$ cat src/rtl/spi_regmaster.sv
module spi_regmaster #(
  parameter int ADDR_W = 6
) (
  input  logic              clk,
  input  logic              rst_n,
  input  logic [ADDR_W-1:0] bus_addr,
  input  logic              bus_we,
  input  logic [31:0]       bus_wdata,
  output logic [31:0]       bus_rdata,
  input  logic              sck_tick,
  output logic [4:0]        div_sel,
  output logic              sck,
  output logic              mosi,
  input  logic              miso,
  output logic [7:0]        cs_n
);
  localparam int MAXB = 16;
  localparam int CW   = $clog2(2*MAXB + 1);
  localparam logic [ADDR_W-1:0] A_CTRL = ADDR_W'('h00);
  localparam logic [ADDR_W-1:0] A_CFG  = ADDR_W'('h04);
  localparam logic [ADDR_W-1:0] A_DOUT = ADDR_W'('h08);
  localparam logic [ADDR_W-1:0] A_DIN  = ADDR_W'('h0C);
  localparam logic [ADDR_W-1:0] A_CAUS = ADDR_W'('h10);
  localparam logic [ADDR_W-1:0] A_TIM  = ADDR_W'('h18);

  logic        cs_en;
  logic [2:0]  cs_idx;
  logic [4:0]  pre;
  logic        wide, cpol, cpha, txl, rxl;
  logic        x_wide, x_cpol, x_cpha, x_txl, x_rxl;
  logic [15:0] dout_q, din_q, rx;
  logic        done_q, busy, pend;
  logic [1:0]  tsel;
  logic [CW-1:0] d;
  logic [3:0]  pidx;

  logic [4:0]    nbits;
  logic [CW-1:0] d_end, ktx_raw, krx;
  logic [4:0]    ktx;
  logic [3:0]    ptx, prx;
  logic          finish, edge_ok, wr_dout;

  assign nbits   = x_wide ? 5'd16 : 5'd8;
  assign d_end   = {nbits, 1'b0};
  assign ktx_raw = x_cpha ? ((d == '0) ? '0 : (d - 1'b1) >> 1) : d >> 1;
  assign ktx     = (ktx_raw >= CW'(nbits)) ? nbits - 5'd1 : ktx_raw[4:0];
  assign ptx     = x_txl ? ktx[3:0] : 4'(nbits - 5'd1 - ktx);
  assign krx     = d >> 1;
  assign prx     = x_rxl ? krx[3:0] : 4'(nbits - 5'd1 - krx[4:0]);
  assign finish  = busy && d == d_end && !pend;
  assign edge_ok = busy && sck_tick && d < d_end;
  assign wr_dout = bus_we && bus_addr == A_DOUT;

  assign sck     = busy ? x_cpol ^ d[0] : cpol;
  assign mosi    = busy & dout_q[ptx];
  assign div_sel = pre;
  assign cs_n    = cs_en ? ~(8'b1 << cs_idx) : 8'hFF;

  always_ff @(posedge clk or negedge rst_n) begin
    if (!rst_n) begin
      cs_en <= 1'b0; cs_idx <= '0; pre <= '0;
      wide <= 1'b0; cpol <= 1'b0; cpha <= 1'b0; txl <= 1'b0; rxl <= 1'b0;
      x_wide <= 1'b0; x_cpol <= 1'b0; x_cpha <= 1'b0; x_txl <= 1'b0; x_rxl <= 1'b0;
      dout_q <= '0; din_q <= '0; rx <= '0; done_q <= 1'b0;
      busy <= 1'b0; pend <= 1'b0; pidx <= '0; d <= '0; tsel <= 2'd1;
    end else begin
      if (bus_we && bus_addr == A_CTRL) begin
        cs_en  <= bus_wdata[0];
        cs_idx <= bus_wdata[4:2];
      end
      if (bus_we && bus_addr == A_CFG) begin
        pre  <= bus_wdata[4:0];
        wide <= bus_wdata[5];
        cpol <= bus_wdata[11];
        cpha <= bus_wdata[12];
        txl  <= bus_wdata[13];
        rxl  <= bus_wdata[14];
      end
      if (bus_we && bus_addr == A_TIM) tsel <= bus_wdata[7:6];
      if (bus_we && bus_addr == A_CAUS && bus_wdata == '0) done_q <= 1'b0;
      if (finish) begin
        busy   <= 1'b0;
        done_q <= 1'b1;
        din_q  <= x_wide ? rx : {8'h00, rx[7:0]};
      end
      if (pend) begin
        rx[pidx] <= miso;
        pend     <= 1'b0;
      end
      if (edge_ok) begin
        d <= d + 1'b1;
        if (d[0] == x_cpha) begin
          if (tsel[1]) begin
            pend <= 1'b1;
            pidx <= prx;
          end else begin
            rx[prx] <= miso;
          end
        end
      end
      if (wr_dout && !busy) begin
        dout_q <= bus_wdata[15:0];
        busy   <= 1'b1;
        d      <= '0;
        x_wide <= wide; x_cpol <= cpol; x_cpha <= cpha; x_txl <= txl; x_rxl <= rxl;
      end
    end
  end

  always_comb begin
    case (bus_addr)
      A_CTRL:  bus_rdata = {busy, 26'b0, cs_idx, 1'b0, cs_en};
      A_CFG:   bus_rdata = {17'b0, rxl, txl, cpha, cpol, 5'b0, wide, pre};
      A_DOUT:  bus_rdata = {16'b0, dout_q};
      A_DIN:   bus_rdata = {16'b0, din_q};
      A_CAUS:  bus_rdata = {31'b0, done_q};
      A_TIM:   bus_rdata = {24'b0, tsel, 6'b0};
      default: bus_rdata = '0;
    endcase
  end

  AST_CS_ONEHOT: assert property (@(posedge clk) disable iff (!rst_n)
    $countones(~cs_n) <= 1) else $error("more than one select low");
  AST_EDGE_RANGE: assert property (@(posedge clk) disable iff (!rst_n)
    busy |-> d <= d_end) else $error("edge count overrun");
  AST_SCK_HOLD: assert property (@(posedge clk) disable iff (!rst_n)
    busy && !sck_tick |=> !busy || $stable(sck)) else $error("sck moved without tick");
  AST_DONE_FLAG: assert property (@(posedge clk) disable iff (!rst_n)
    $fell(busy) |-> done_q) else $error("no done flag at end");
  AST_NARROW_DIN: assert property (@(posedge clk) disable iff (!rst_n)
    $fell(busy) && !x_wide |-> din_q[15:8] == 8'h00) else $error("upper din bits set");
  AST_NO_RESTART: assert property (@(posedge clk) disable iff (!rst_n)
    busy && wr_dout |=> $stable(dout_q)) else $error("data-out changed while busy");
endmodule

$ cat config.mk
export PLATFORM = sky130hd
export DESIGN_NAME = spi_regmaster
export DESIGN_NICKNAME = d
export VERILOG_FILES = /design/src/rtl/spi_regmaster.sv
export SDC_FILE = /design/constraint.sdc
export NUM_CORES = 1
export LEC_CHECK = 0
export CAP_MARGIN = 10
export CORE_AREA = 2 2 108 89
export DETAILED_ROUTE_END_ITERATION = 10
export DIE_AREA = 0 0 110 91
export PLACE_DENSITY_LB_ADDON = 0.05
export SKIP_LAST_GASP = 1
export SYNTH_ARGS = -nofsm -noshare
export SYNTH_HDL_FRONTEND = slang
export SYNTH_SLANG_ARGS = --single-unit
$ cat constraint.sdc
create_clock -name clk -period 9.01 [get_ports clk]
set_clock_uncertainty 0.15 [all_clocks]
set_input_delay 0.901 -clock clk [delete_from_list [all_inputs] [get_ports clk]]
set_output_delay 0.901 -clock clk [all_outputs]
set_load 0.02 [all_outputs]
## Word-level counts from Yosys, hierarchy flattened

Index checks and enable logic that the tools add are counted.
W data, S select, Z words.

| word-level totals | value |
|---|---|
| memory bits (read-only) | 0 |
| output and inout bits | 47 |
| memories | 0 |
| latch bits | 0 |
| bits of input ports | 43 |
| logic and storage cells | 98 |
| flip-flop bits (word level) | 82 |
| memory bits (writable) | 0 |

| operators by class | value |
|---|---|
| mux-type cells | 31 |
| multiply operators | 0 |
| magnitude comparators | 7 |
| div/mod/pow operators | 0 |
| bitwise logic cells | 3 |
| shifts and indexed selects | 1 |
| reductions and logical operators | 22 |
| add/sub/neg operators | 5 |
| equal/unequal tests | 7 |

Operators with widths:

| cell | number |
|---|---|
| $pmux W32 S6 | 1 |
| $mux W16 | 5 |
| $bwmux W16 | 2 |
| $logic_not A32 Y1 | 1 |
| $lt A4 B5 Y1 const B | 3 |
| $mux W5 | 3 |
| $logic_and A1 B1 Y1 | 13 |
| $eq A6 B4 Y1 const B | 2 |
| $eq A6 B5 Y1 const B | 2 |
| $logic_not A6 Y1 | 2 |
| $mux W4 | 3 |
| $mux W6 | 2 |
| $mux W1 | 11 |
| $demux W1 S4 | 2 |
| $ge A4 B1 Y1 const B | 2 |
| $mux W8 | 1 |
| $not A8 Y8 | 1 |
| $shl A1 B3 Y8 const A | 1 |
| $sub A4 B4 Y4 | 2 |
| $add A6 B1 Y6 const B | 1 |
| $eq A6 B3 Y1 const B | 1 |
| $eq A6 B6 Y1 | 1 |
| $lt A6 B6 Y1 | 1 |
| $reduce_bool A2 Y1 | 3 |
| 9 further kinds | 10 |

## Longest topological paths before layout

Gate-level depths: netlist of run 1.

| logic depth | value |
|---|---|
| depth after elaboration | 12 |
| depth in mapped cells | 17 |
| mapped depth without buffers | 15 |

## Worst setup path after synthesis of run 1

Ideal clock, no wire load.

| timing | value |
|---|---|
| kind | register to output |
| start | reg d[0] |
| end | out mosi |
| data required time | 7.959 ns |
| data arrival time | 3.363 ns |
| cell stages (with the launch flop) | 18 |
| buffers on the path | 2 |
| slack | 4.596 ns |
| path through | dfrtp_1 buf_2 inv_1 ha_1 and3b_1 nor2_1 mux2_2 ha_1 o21ai_0 a211oi_4 o21ai_0 a21boi_1 or2_1 buf_6 mux2i_1 o22ai_1 mux2_2 o21a_1 |

| on the way | value |
|---|---|
| word-level cells in the longest chain between the ends | 10 |
| elaborated cells on any way between the ends | 11 |
| classes of those cells | add/sub: 2; order compare: 1; mux: 6; bitwise: 1; reduce/logical: 1 |

Ends and longest elaborated chain:

| what | RTL line | text |
|---|---|---|
| start: declaration | 34 | `logic [CW-1:0] d;` |
| start signal: assignment | 91 | `d <= d + 1'b1;` |
| $sub A6 B1 Y6 / $logic_not A6 Y1 (equally long branches) | 45 | `assign ktx_raw = x_cpha ? ((d == '0) ? '0 : (d - 1'b1) >> 1) : d >> 1;` |
| $mux W5 (*) (2 in a row) | 45 |  |
| $ge A5 B5 Y1 | 46 | `assign ktx = (ktx_raw >= CW'(nbits)) ? nbits - 5'd1 : ktx_raw[4:0];` |
| $mux W4 (*) | 46 |  |
| $sub A4 B4 Y4 | 47 | `assign ptx = x_txl ? ktx[3:0] : 4'(nbits - 5'd1 - ktx);` |
| $mux W4 (*) | 47 |  |
| $bmux W1 S4 (*) | 55 | `assign mosi = busy & dout_q[ptx];` |
| $mux W1 (implied by the code) (*) | 55 |  |
| $and A1 B1 Y1 (*) | 55 |  |
| end: declaration | 13 | `output logic mosi,` |

Every way passes the cells marked *; elsewhere a longest branch is shown, timed or not. The select of a mux whose other input is x is not followed.

## Worst setup path after layout of run 1

| timing | value |
|---|---|
| start | reg d[1] |
| end | out mosi |

| on the way | value |
|---|---|
| word-level cells in the longest chain between the ends | 10 |
| elaborated cells on any way between the ends | 11 |
| classes of those cells | add/sub: 2; order compare: 1; mux: 6; bitwise: 1; reduce/logical: 1 |

Ends and longest elaborated chain:

| what | RTL line |
|---|---|
| $sub A6 B1 Y6 / $logic_not A6 Y1 (equally long branches) | 45 |
| $mux W5 | 45 |
| $mux W5 (*) | 45 |
| $ge A5 B5 Y1 | 46 |
| $mux W4 (*) | 46 |
| $sub A4 B4 Y4 | 47 |
| $mux W4 (*) | 47 |
| $bmux W1 S4 (*) | 55 |
| $mux W1 (implied by the code) (*) | 55 |
| $and A1 B1 Y1 (*) | 55 |

Marks and branches as above.

==> flow_summary.yaml, run 1 <==
timing:
  period_needed_ns: 5.88
  rsz0062_at_grt: "no"
  fin_ws_ns: 3.13
  period_share_pct: 65.2
  finalSetupViolations: 0
  tightest_slew_ns: 1.06
  hold_viol: 0
  drv_slew: 0
  slew_headroom_pct: 29.6
  setup-tns-final_ns: 0
  hold_slack_ns: 0.346
  max_freq_mhz: 170
worst_hold_path:
  hold_path.class: "reg2reg"
die:
  num_rows: 31
  die_area_um2: 10000
  io_pins: 90
  fp.dieW_um: 110
  core_area_um2: 8880
  start_util_pct: 54.1
  die_h_um: 91
worst_setup_path:
  timing.rr.start: "x_wide$_DFFE_PN0P_"
  endpoint_kind: "primary output"
  crit_path_max_incr_delay_ns: 0.56
  crit_path_max_fanout: 14
  arrival_ns: 4.83
  crit_path_start_kind: "flop"
  critPathMostFrequentCell: "o21ai_0"
  critPathLaunch: "d[1]$_DFFE_PN0P_"
  ff2ff_setup_slack_ns: 5.87
  path_cells: "inv_1 -> ha_1 -> nand3b_1 -> nor2_1 -> mux2i_1 -> ha_1 -> o21ai_0 -> a211oi_4 -> o21ai_0 -> a21boi_1 -> or2_1 -> mux2i_1 -> o21ai_0 -> mux2_2 -> o21a_1 -> clkdlybuf4s50_1"
  worstPathRequired_ns: 7.96
  rr_worst_depth: 8
  critPathSlowestCell: "dfrtp_1"
  cp-endpoint: "mosi"
  path_class: "reg2out"
  r2r-end: "rx[2]$_DFF_PN0_"
yosys:
  synth_edf_count: 0
  syn_area_um2: 4810
  yosysTopAreaCell: "dfrtp_1"
  yosysWarnings: 0
  syn-instance-count: 513
  syn_area_per_cell_um2: 9.37
  yosysUniqueCellTypes: 57
  ys.flop_type: "dfrtp_1"
  ys_seq_elements: 82
  synth_top_area_share_pct: 42.2
  ys_seq_area_share_pct: 42.7
  synth_area_leaders: "dfrtp_1, mux2_2, nand2_1, a22oi_1, o21ai_0"
  async_reset_ff_share_pct: 100
finish:
  multi_input_area_um2: 2530
  fin_area_um2: 5740
  num-fill-cells: 732
  finish.utilization_pct: 64.6
  areaGrowthSynthToFinish_pct: 19.4
  diodes: 0
  stdcell_count: 694
  fin_nets: 623
  register_area_um2: 2050
  drive_gt1_share_pct: 14.3
cts:
  clock_insertion_delay_worst_skew_ns: 0.37
  post_cts_buffers: 0
  cts_inserted_buffers: 9
  post_cts_resized: 0
  cts_sinks: 82
  clockRootBuffer: "clkbuf_8"
  cts_tree: "built"
  cts_hold_buf: 0
  cts.clk_slew.worst_paths_ns: 0.09
  clock_path_buffers: 2
  cts_max_level: 3
detailed_routing:
  drtIter0Drc: 303
  via_per_inst: 5.77
  routedWlPerCell_um: 18.4
  drtPass1Iterations: 5
  drc_errors: 0
  drt_wl_total_um: 12800
  dr_total_vias: 4006
  detail-route-antenna-nets: 0
power_and_ir_drop:
  power.density_nw_per_um2: 240
  vdd_drop_max_mv: 0.137
  p_leak_nw: 2.53
  total_power_mw: 1.38
placement:
  post-place-cells: 678
  pre_cts_slack_ns: 3.61
  routabilityCongestion: 0.841
  placed_area_um2: 5540
  io_buffer_count: 74
  dp_hpwl_um: 9390
grt:
  grt_use_total_pct: 26.6
  grt_max_degree: 83
  grt_pass1_vias: 3789
  grt_overflow: 0
  antenna_found_initial: 0
  grt_pass1_wl_um: 20000
run:
  cap_violations: 0
outcome:
  status: "complete, no violations"
-- per-layer routing --
metal | global-route usage [%] | part of all wire, % | vias up
met5 | 0 | 0 | -
met4 | 6.43 | 1.2 | 0
met3 | 6.25 | 5.9 | 13
met2 | 40.2 | 47 | 125
met1 | 38.5 | 46 | 1977
li1 | - | - | 1891
-- final cells by class --
cell class                      count  area share, %
Clock inverter                      5           1.09
Timing Repair Buffer               77           13.3
Sequential cell                    82           35.8
Clock buffer                       11           2.46
Multi-Input combinational cell    391           44.1
Tap cell                          115           2.51
Inverter                           13          0.850
-- flip-flops by register name, summed over array words and instances, names as in the netlist, 2 cells and up --
signal and cells:
cs_idx 3, d 6, din_q 16, div_sel 5, dout_q 16, pidx 4
rx 16, tsel 2
-- kinds of logic after synthesis --
| logic type | Yosys count | synth area share, % |
|---|---|---|
| multiplexers | 68 | 15.5 |
| flip-flops | 82 | 42.7 |
| adder cells (fa/ha/maj) | 6 | 1.56 |
| buffers and inverters | 54 | 5.81 |
| AO/OA/AOI/OAI | 89 | 13.0 |
| AND/OR/NAND/NOR | 200 | 18.8 |
| other | 1 | 0.0780 |
| XOR/XNOR | 13 | 2.53 |
-- how the worst min path moves through the flow --
| stage | depth (start not counted) | to | from |
|---|---|---|---|
| 6_report | 2 | din_q[13]$_DFFE_PN0P_ | din_q[13]$_DFFE_PN0P_ |
| 5_1_grt | 1 | din_q[5]$_DFFE_PN0P_ | din_q[5]$_DFFE_PN0P_ |
| 4_1_cts | 2 | din_q[13]$_DFFE_PN0P_ | din_q[13]$_DFFE_PN0P_ |
| 3_5_place_dp | 2 | din_q[13]$_DFFE_PN0P_ | din_q[13]$_DFFE_PN0P_ |
| 3_3_place_gp | 2 | din_q[13]$_DFFE_PN0P_ | din_q[13]$_DFFE_PN0P_ |
| 2_1_floorplan | 2 | din_q[11]$_DFFE_PN0P_ | din_q[11]$_DFFE_PN0P_ |
-- cells in the mapped netlist (3+ instances only) --
library cell and number:
dfrtp_1 81, nor2b_1 11, inv_1 13, nor3_1 5
nand4_1 5, a21oi_1 6, buf_2 4, nor2_1 34
mux2i_1 15, buf_1 3, nand3_1 8, buf_4 15
ha_1 6, mux2_2 52, a211oi_1 3, clkbuf_1 17
a32oi_1 4, o21ai_0 32, xnor2_1 5, nand2b_1 4
xor2_1 7, nand2_1 109, nor4_1 9, a22oi_1 22
-- critical path: cells and delay by family, from the launching register on --
family | cells | cell delay [ns]
DFF | 1 | 0.56
muxes | 3 | 0.91
and+or+nand+nor | 3 | 0.68
adders and majority gates | 2 | 0.44
buffers and inverters | 2 | 0.72
AOI/OAI and AO/OA | 6 | 1.14
-- power by group --
| group | internal, mW | switching [mW] | total (mW) | leakage (nW) |
|---|---|---|---|---|
| logic | 0.253 | 0.290 | 0.543 | 1.36 |
| registers | 0.446 | 0.108 | 0.554 | 1.07 |
| clock network | 0.137 | 0.143 | 0.280 | 0.0962 |
-- layout by cell type, fill, tap and decap left out, types with 5 or more instances in the layout --
| master | n |
|---|---|
| nor4_1 | 9 |
| nor2_1 | 33 |
| dfrtp_1 | 81 |
| inv_1 | 13 |
| nor3_1 | 5 |
| mux2i_1 | 15 |
| a22oi_1 | 22 |
| xor2_1 | 7 |
| conb_1 | 15 |
| o21ai_0 | 32 |
| a21oi_1 | 6 |
| nand4_1 | 5 |
| ha_1 | 6 |
| nor2b_1 | 11 |
| clkdlybuf4s50_1 | 73 |
| nand3_1 | 8 |
| mux2_2 | 52 |
| clkbuf_8 | 10 |
| xnor2_1 | 5 |
| nand2_1 | 109 |
Note: power is estimated with default switching activity, not from simulation.
==> run 2: changes to the inputs <==
CORE_AREA = 2 2 110 91   (was 2 2 108 89)
DIE_AREA = 0 0 112 93   (was 0 0 110 91)
clock period = 6 ns   (was 9.01 ns; I/O delays follow)
==> run 2 against run 1 <==
  * Critical path type unchanged
  * Flip-flop and latch count is the same
  * Hold slack lost 0.054 ns
  * Utilization shrank 2.0 points
  * Register-to-register slack lost 2.8 ns
  * Critical endpoint unchanged
  * Die area grew 4.1%
  * Largest power group unchanged
  * Design area grew 2.2%
  * Worst setup slack lost 2.7 ns
==> flow_summary.yaml, run 2 (synthesized netlist as in run 1, its figures left out) <==
outcome:
  status: "complete, no violations"
die:
  num_rows: 32
  die_h_um: 93
  core_area_um2: 9370
  start_util_pct: 51.3
  fp.dieW_um: 112
  io_pins: 90
  die_area_um2: 10400
worst_setup_path:
  path_cells: "inv_1 -> ha_1 -> and3b_1 -> nor2_1 -> mux2_2 -> ha_1 -> o21ai_0 -> a211oi_4 -> o21ai_0 -> a21boi_1 -> or2_1 -> mux2i_1 -> o22ai_1 -> mux2_2 -> o21a_1 -> clkdlybuf4s50_1"
  path_buf_inv: 2
  arrival_ns: 4.77
  rr_worst_depth: 8
  path_class: "reg2out"
  worstPathRequired_ns: 5.25
  r2r-end: "rx[0]$_DFF_PN0_"
  crit_path_max_fanout: 14
  critPathTopFamily: "compound AO/OA/AOI/OAI gates"
  crit_path_max_incr_delay_ns: 0.54
  endpoint_kind: "primary output"
  ff2ff_setup_slack_ns: 3.09
  critPathSlowestCell: "dfrtp_1"
  crit_path_start_kind: "flop"
  timing.rr.start: "x_wide$_DFFE_PN0P_"
detailed_routing:
  drc_errors: 0
  routedWlPerCell_um: 18.8
  dr_wl_met3_um: 912
  drt_wl_total_um: 13100
  wl_met2_um: 6050
  drtIter0Drc: 195
  detail-route-antenna-nets: 0
  dr_total_vias: 4002
  wirelength_met1_um: 6010
  top_layer: "met4"
  drtPass1Iterations: 5
  via_per_inst: 5.73
grt:
  antenna_found_initial: 0
  grt_pass1_wl_um: 20900
  grt_max_degree: 83
  grt_overflow: 0
  grt_use_total_pct: 25.9
  grt_pass1_vias: 3969
power_and_ir_drop:
  switching_power_uw: 816
  pwr-share-comb_pct: 36.2
  vdd_drop_max_mv: 0.230
  power.density_nw_per_um2: 382
  power.internal_mw: 1.43
  clockPowerShare_pct: 26.6
  p_leak_nw: 2.59
  seq_power_share_pct: 37.2
  switching_share_pct: 36.4
timing:
  drv_slew: 0
  slew_headroom_pct: 28.3
  setup-tns-final_ns: 0
  period_share_pct: 92.0
  fin_ws_ns: 0.480
  period_needed_ns: 5.52
  finalSetupViolations: 0
  hold_slack_ns: 0.292
  tightest_slew_ns: 1.07
  max_freq_mhz: 181
  hold_viol: 0
  rsz0062_at_grt: "no"
finish:
  finish.utilization_pct: 62.6
  mostFrequentLayoutCell: "nand2_1"
  diodes: 0
  drive_gt1_share_pct: 14.3
  largestRegisters: "din_q (16), dout_q (16), rx (16)"
  layout_common_cells: "nand2_1, dfrtp_1, clkdlybuf4s50_1"
  fin_nets: 623
  areaGrowthSynthToFinish_pct: 22.1
  stdcell_count: 698
cts:
  post_cts_buffers: 0
  cts_tree: "built"
  cts_hold_buf: 0
  clockRootBuffer: "clkbuf_16"
  clock_path_buffers: 2
  cts_sinks: 82
  clock_insertion_delay_worst_skew_ns: 0.34
  post_cts_resized: 0
  cts_inserted_buffers: 9
  cts_max_level: 3
  cts.clk_slew.worst_paths_ns: 0.06
placement:
  pre_cts_slack_ns: 0.875
  dp_hpwl_um: 9630
  routabilityCongestion: 0.856
  post-place-cells: 682
  io_buffer_count: 74
run:
  cap_violations: 0
worst_hold_path:
  hold_path.class: "in2async"
==> run 2: power groups by stage <==
stage	Sequential, mW	Clock (mW)	Combinational (mW)
after global routing	0.858	0.632	0.889
after floorplan	0.750	0	0.678
after detailed placement	0.842	0	0.799
final	0.834	0.598	0.811
after CTS	0.833	0.614	0.809
after global placement	0.837	0	0.772
==> run 2: how the worst max path moves through the flow <==
stage | start | end | depth (start not counted)
2_1_floorplan | d[0]$_DFFE_PN0P_ | mosi | 17
3_3_place_gp | d[1]$_DFFE_PN0P_ | mosi | 16
3_5_place_dp | d[1]$_DFFE_PN0P_ | mosi | 16
4_1_cts | d[1]$_DFFE_PN0P_ | mosi | 16
5_1_grt | d[1]$_DFFE_PN0P_ | mosi | 16
6_report | d[1]$_DFFE_PN0P_ | mosi | 16
==> run 2: routing by layer <==
metal	vias up	global-route usage, %
met5	-	0
met4	0	5.59
met3	12	7.97
met2	125	40.8
met1	1971	35.6
li1	1894	-
==> run 2: per-stage QoR <==
step           area, µm²  power, mW
3_5_place_dp        5540       1.64
5_1_grt             5870       2.38
3_3_place_gp        5540       1.61
4_1_cts             5870       2.26
2_1_floorplan       4860       1.43
6_report            5870       2.24
==> run 2: cell type report <==
type | instances | area (µm²)
Fill cell | 814 | 3500
Tap cell | 119 | 149
Timing Repair Buffer | 77 | 761
Clock buffer | 11 | 243
Inverter | 13 | 48.8
Clock inverter | 5 | 85.1
Multi-Input combinational cell | 391 | 2530
Sequential cell | 82 | 2050
==> run 3: changes to the inputs <==
CORE_AREA = 2 2 84 118   (was 2 2 110 91)
DIE_AREA = 0 0 86 120   (was 0 0 112 93)
MAX_ROUTING_LAYER = met4   (was default)
==> run 3 against run 2 <==
  * Fmax increased by 2.3%
  * Largest power group unchanged
  * Highest routed layer unchanged
  * Sequential share of layout area up 0.13 points
  * Combinational power decreased by 1%
  * Design area shrank 0.36%
  * Routed wire length down 3.5%
  * Critical endpoint unchanged
==> flow_summary.yaml, run 3 (synthesized netlist as in run 1, its figures left out) <==
outcome:
  status: "complete, no violations"
detailed_routing:
  routedWlPerCell_um: 18.3
  via_per_inst: 5.69
  drtPass1Iterations: 4
  drc_errors: 0
  dr_total_vias: 3927
  detail-route-antenna-nets: 0
  drtIter0Drc: 251
  drt_wl_total_um: 12600
timing:
  slew_headroom_pct: 37.0
  tightest_slew_ns: 0.940
  period_needed_ns: 5.40
  fin_ws_ns: 0.602
  hold_viol: 0
  max_freq_mhz: 185
  setup-tns-final_ns: 0
  finalSetupViolations: 0
  rsz0062_at_grt: "no"
  drv_slew: 0
  period_share_pct: 90.0
cts:
  cts_tree: "built"
  cts_inserted_buffers: 9
  cts_hold_buf: 0
  cts.clk_slew.worst_paths_ns: 0.06
  cts_sinks: 82
  post_cts_resized: 0
  clock_insertion_delay_worst_skew_ns: 0.34
  post_cts_buffers: 0
  cts_max_level: 3
  clock_path_buffers: 2
  clockRootBuffer: "clkbuf_16"
finish:
  fin_nets: 624
  mostFrequentLayoutCell: "nand2_1"
  finish.utilization_pct: 62.9
  diodes: 0
  areaGrowthSynthToFinish_pct: 21.7
  drive_gt1_share_pct: 14.7
  layout_common_cells: "nand2_1, dfrtp_1, clkdlybuf4s50_1"
  largestRegisters: "din_q (16), dout_q (16), rx (16)"
  fin_area_um2: 5850
power_and_ir_drop:
  power.density_nw_per_um2: 377
  vdd_drop_max_mv: 0.303
  p_leak_nw: 2.58
worst_setup_path:
  worstPathRequired_ns: 5.25
  crit_path_start_kind: "flop"
  rr_worst_depth: 8
  path_class: "reg2out"
  crit_path_max_fanout: 14
  critPathLaunch: "d[1]$_DFFE_PN0P_"
  endpoint_kind: "primary output"
  arrival_ns: 4.65
  timing.rr.start: "x_wide$_DFFE_PN0P_"
run:
  cap_violations: 0
placement:
  pre_cts_slack_ns: 1.00
  io_buffer_count: 74
  routabilityCongestion: 0.931
  dp_hpwl_um: 9600
  placed_area_um2: 5540
grt:
  grt_pass1_wl_um: 20400
  grt_overflow: 0
  grt_pass1_vias: 3933
  grt_use_total_pct: 26.5
  antenna_found_initial: 0
  grt_max_degree: 57
die:
  start_util_pct: 51.7
  fp.dieW_um: 86
  num_rows: 42
  io_pins: 90
  core_area_um2: 9300
  die_area_um2: 10300
  die_h_um: 120
worst_hold_path:
  hold_path.class: "in2async"
[run 3: cell types whose count changed in the layout (fill, tap and decap cells not counted)]
cell	delta
buf_4	+1
bufinv_16	-1
clkbuf_1	-1
clkinv_4	-1
clkinvlp_4	+1
inv_6	+2
[run 3: worst max-delay path, stage by stage (launching register included)]
cell,delay [ns]
dfrtp_1,0.53
inv_1,0.15
ha_1,0.22
and3b_1,0.26
nor2_1,0.05
mux2_2,0.26
ha_1,0.32
o21ai_0,0.16
a211oi_4,0.33
o21ai_0,0.14
a21boi_1,0.23
or2_1,0.35
mux2i_1,0.23
o22ai_1,0.09
mux2_2,0.27
o21a_1,0.19
clkdlybuf4s50_1,0.54
[run 3: final cells by class]
| cell class | instances | area, µm² |
|---|---|---|
| tap | 110 | 138 |
| inverter | 13 | 48.8 |
| fill | 796 | 3450 |
| clock inverter | 6 | 71.3 |
| timing repair buffer | 78 | 768 |
| clock buffer | 10 | 239 |
| multi-input combinational | 391 | 2530 |
| sequential | 82 | 2050 |
[run 3: worst paths after layout]
path	endpoint	slack, ns
worst max-delay path	mosi	0.60
worst min-delay path	rxl$_DFFE_PN0P_	0.005
worst max register to register	rx[0]$_DFF_PN0_	3.12
worst min register to register	din_q[9]$_DFFE_PN0P_	0.33
max in group asynchronous	rx[2]$_DFF_PN0_	4.67
min in group clk	din_q[9]$_DFFE_PN0P_	0.33
[run 3: where the power goes]
| group | internal (mW) | leakage, nW | switching [mW] | total (mW) |
|---|---|---|---|---|
| clock network | 0.338 | 0.146 | 0.233 | 0.571 |
| registers | 0.671 | 1.07 | 0.160 | 0.831 |
| logic | 0.379 | 1.37 | 0.424 | 0.803 |
| total | 1.39 | 2.58 | 0.816 | 2.20 |
[run 3: through the flow]
step | cells | hold slack (ns) | power [mW]
global placement | 674 | 0.317 | 1.60
floorplan | 527 | 0.154 | 1.43
detailed placement | 674 | 0.329 | 1.63
global route | 690 | 0.0343 | 2.34
finish | 690 | 0.00535 | 2.20
CTS | 690 | 0.0163 | 2.21
[run 3: per-layer routing]
metal	wire, µm	vias to the layer above	GRT usage (%)
li1	-	1892	-
met1	5000	1872	30.7
met5	0	-	-
met2	6620	137	45.1
met4	308	0	8.33
met3	704	26	6.19
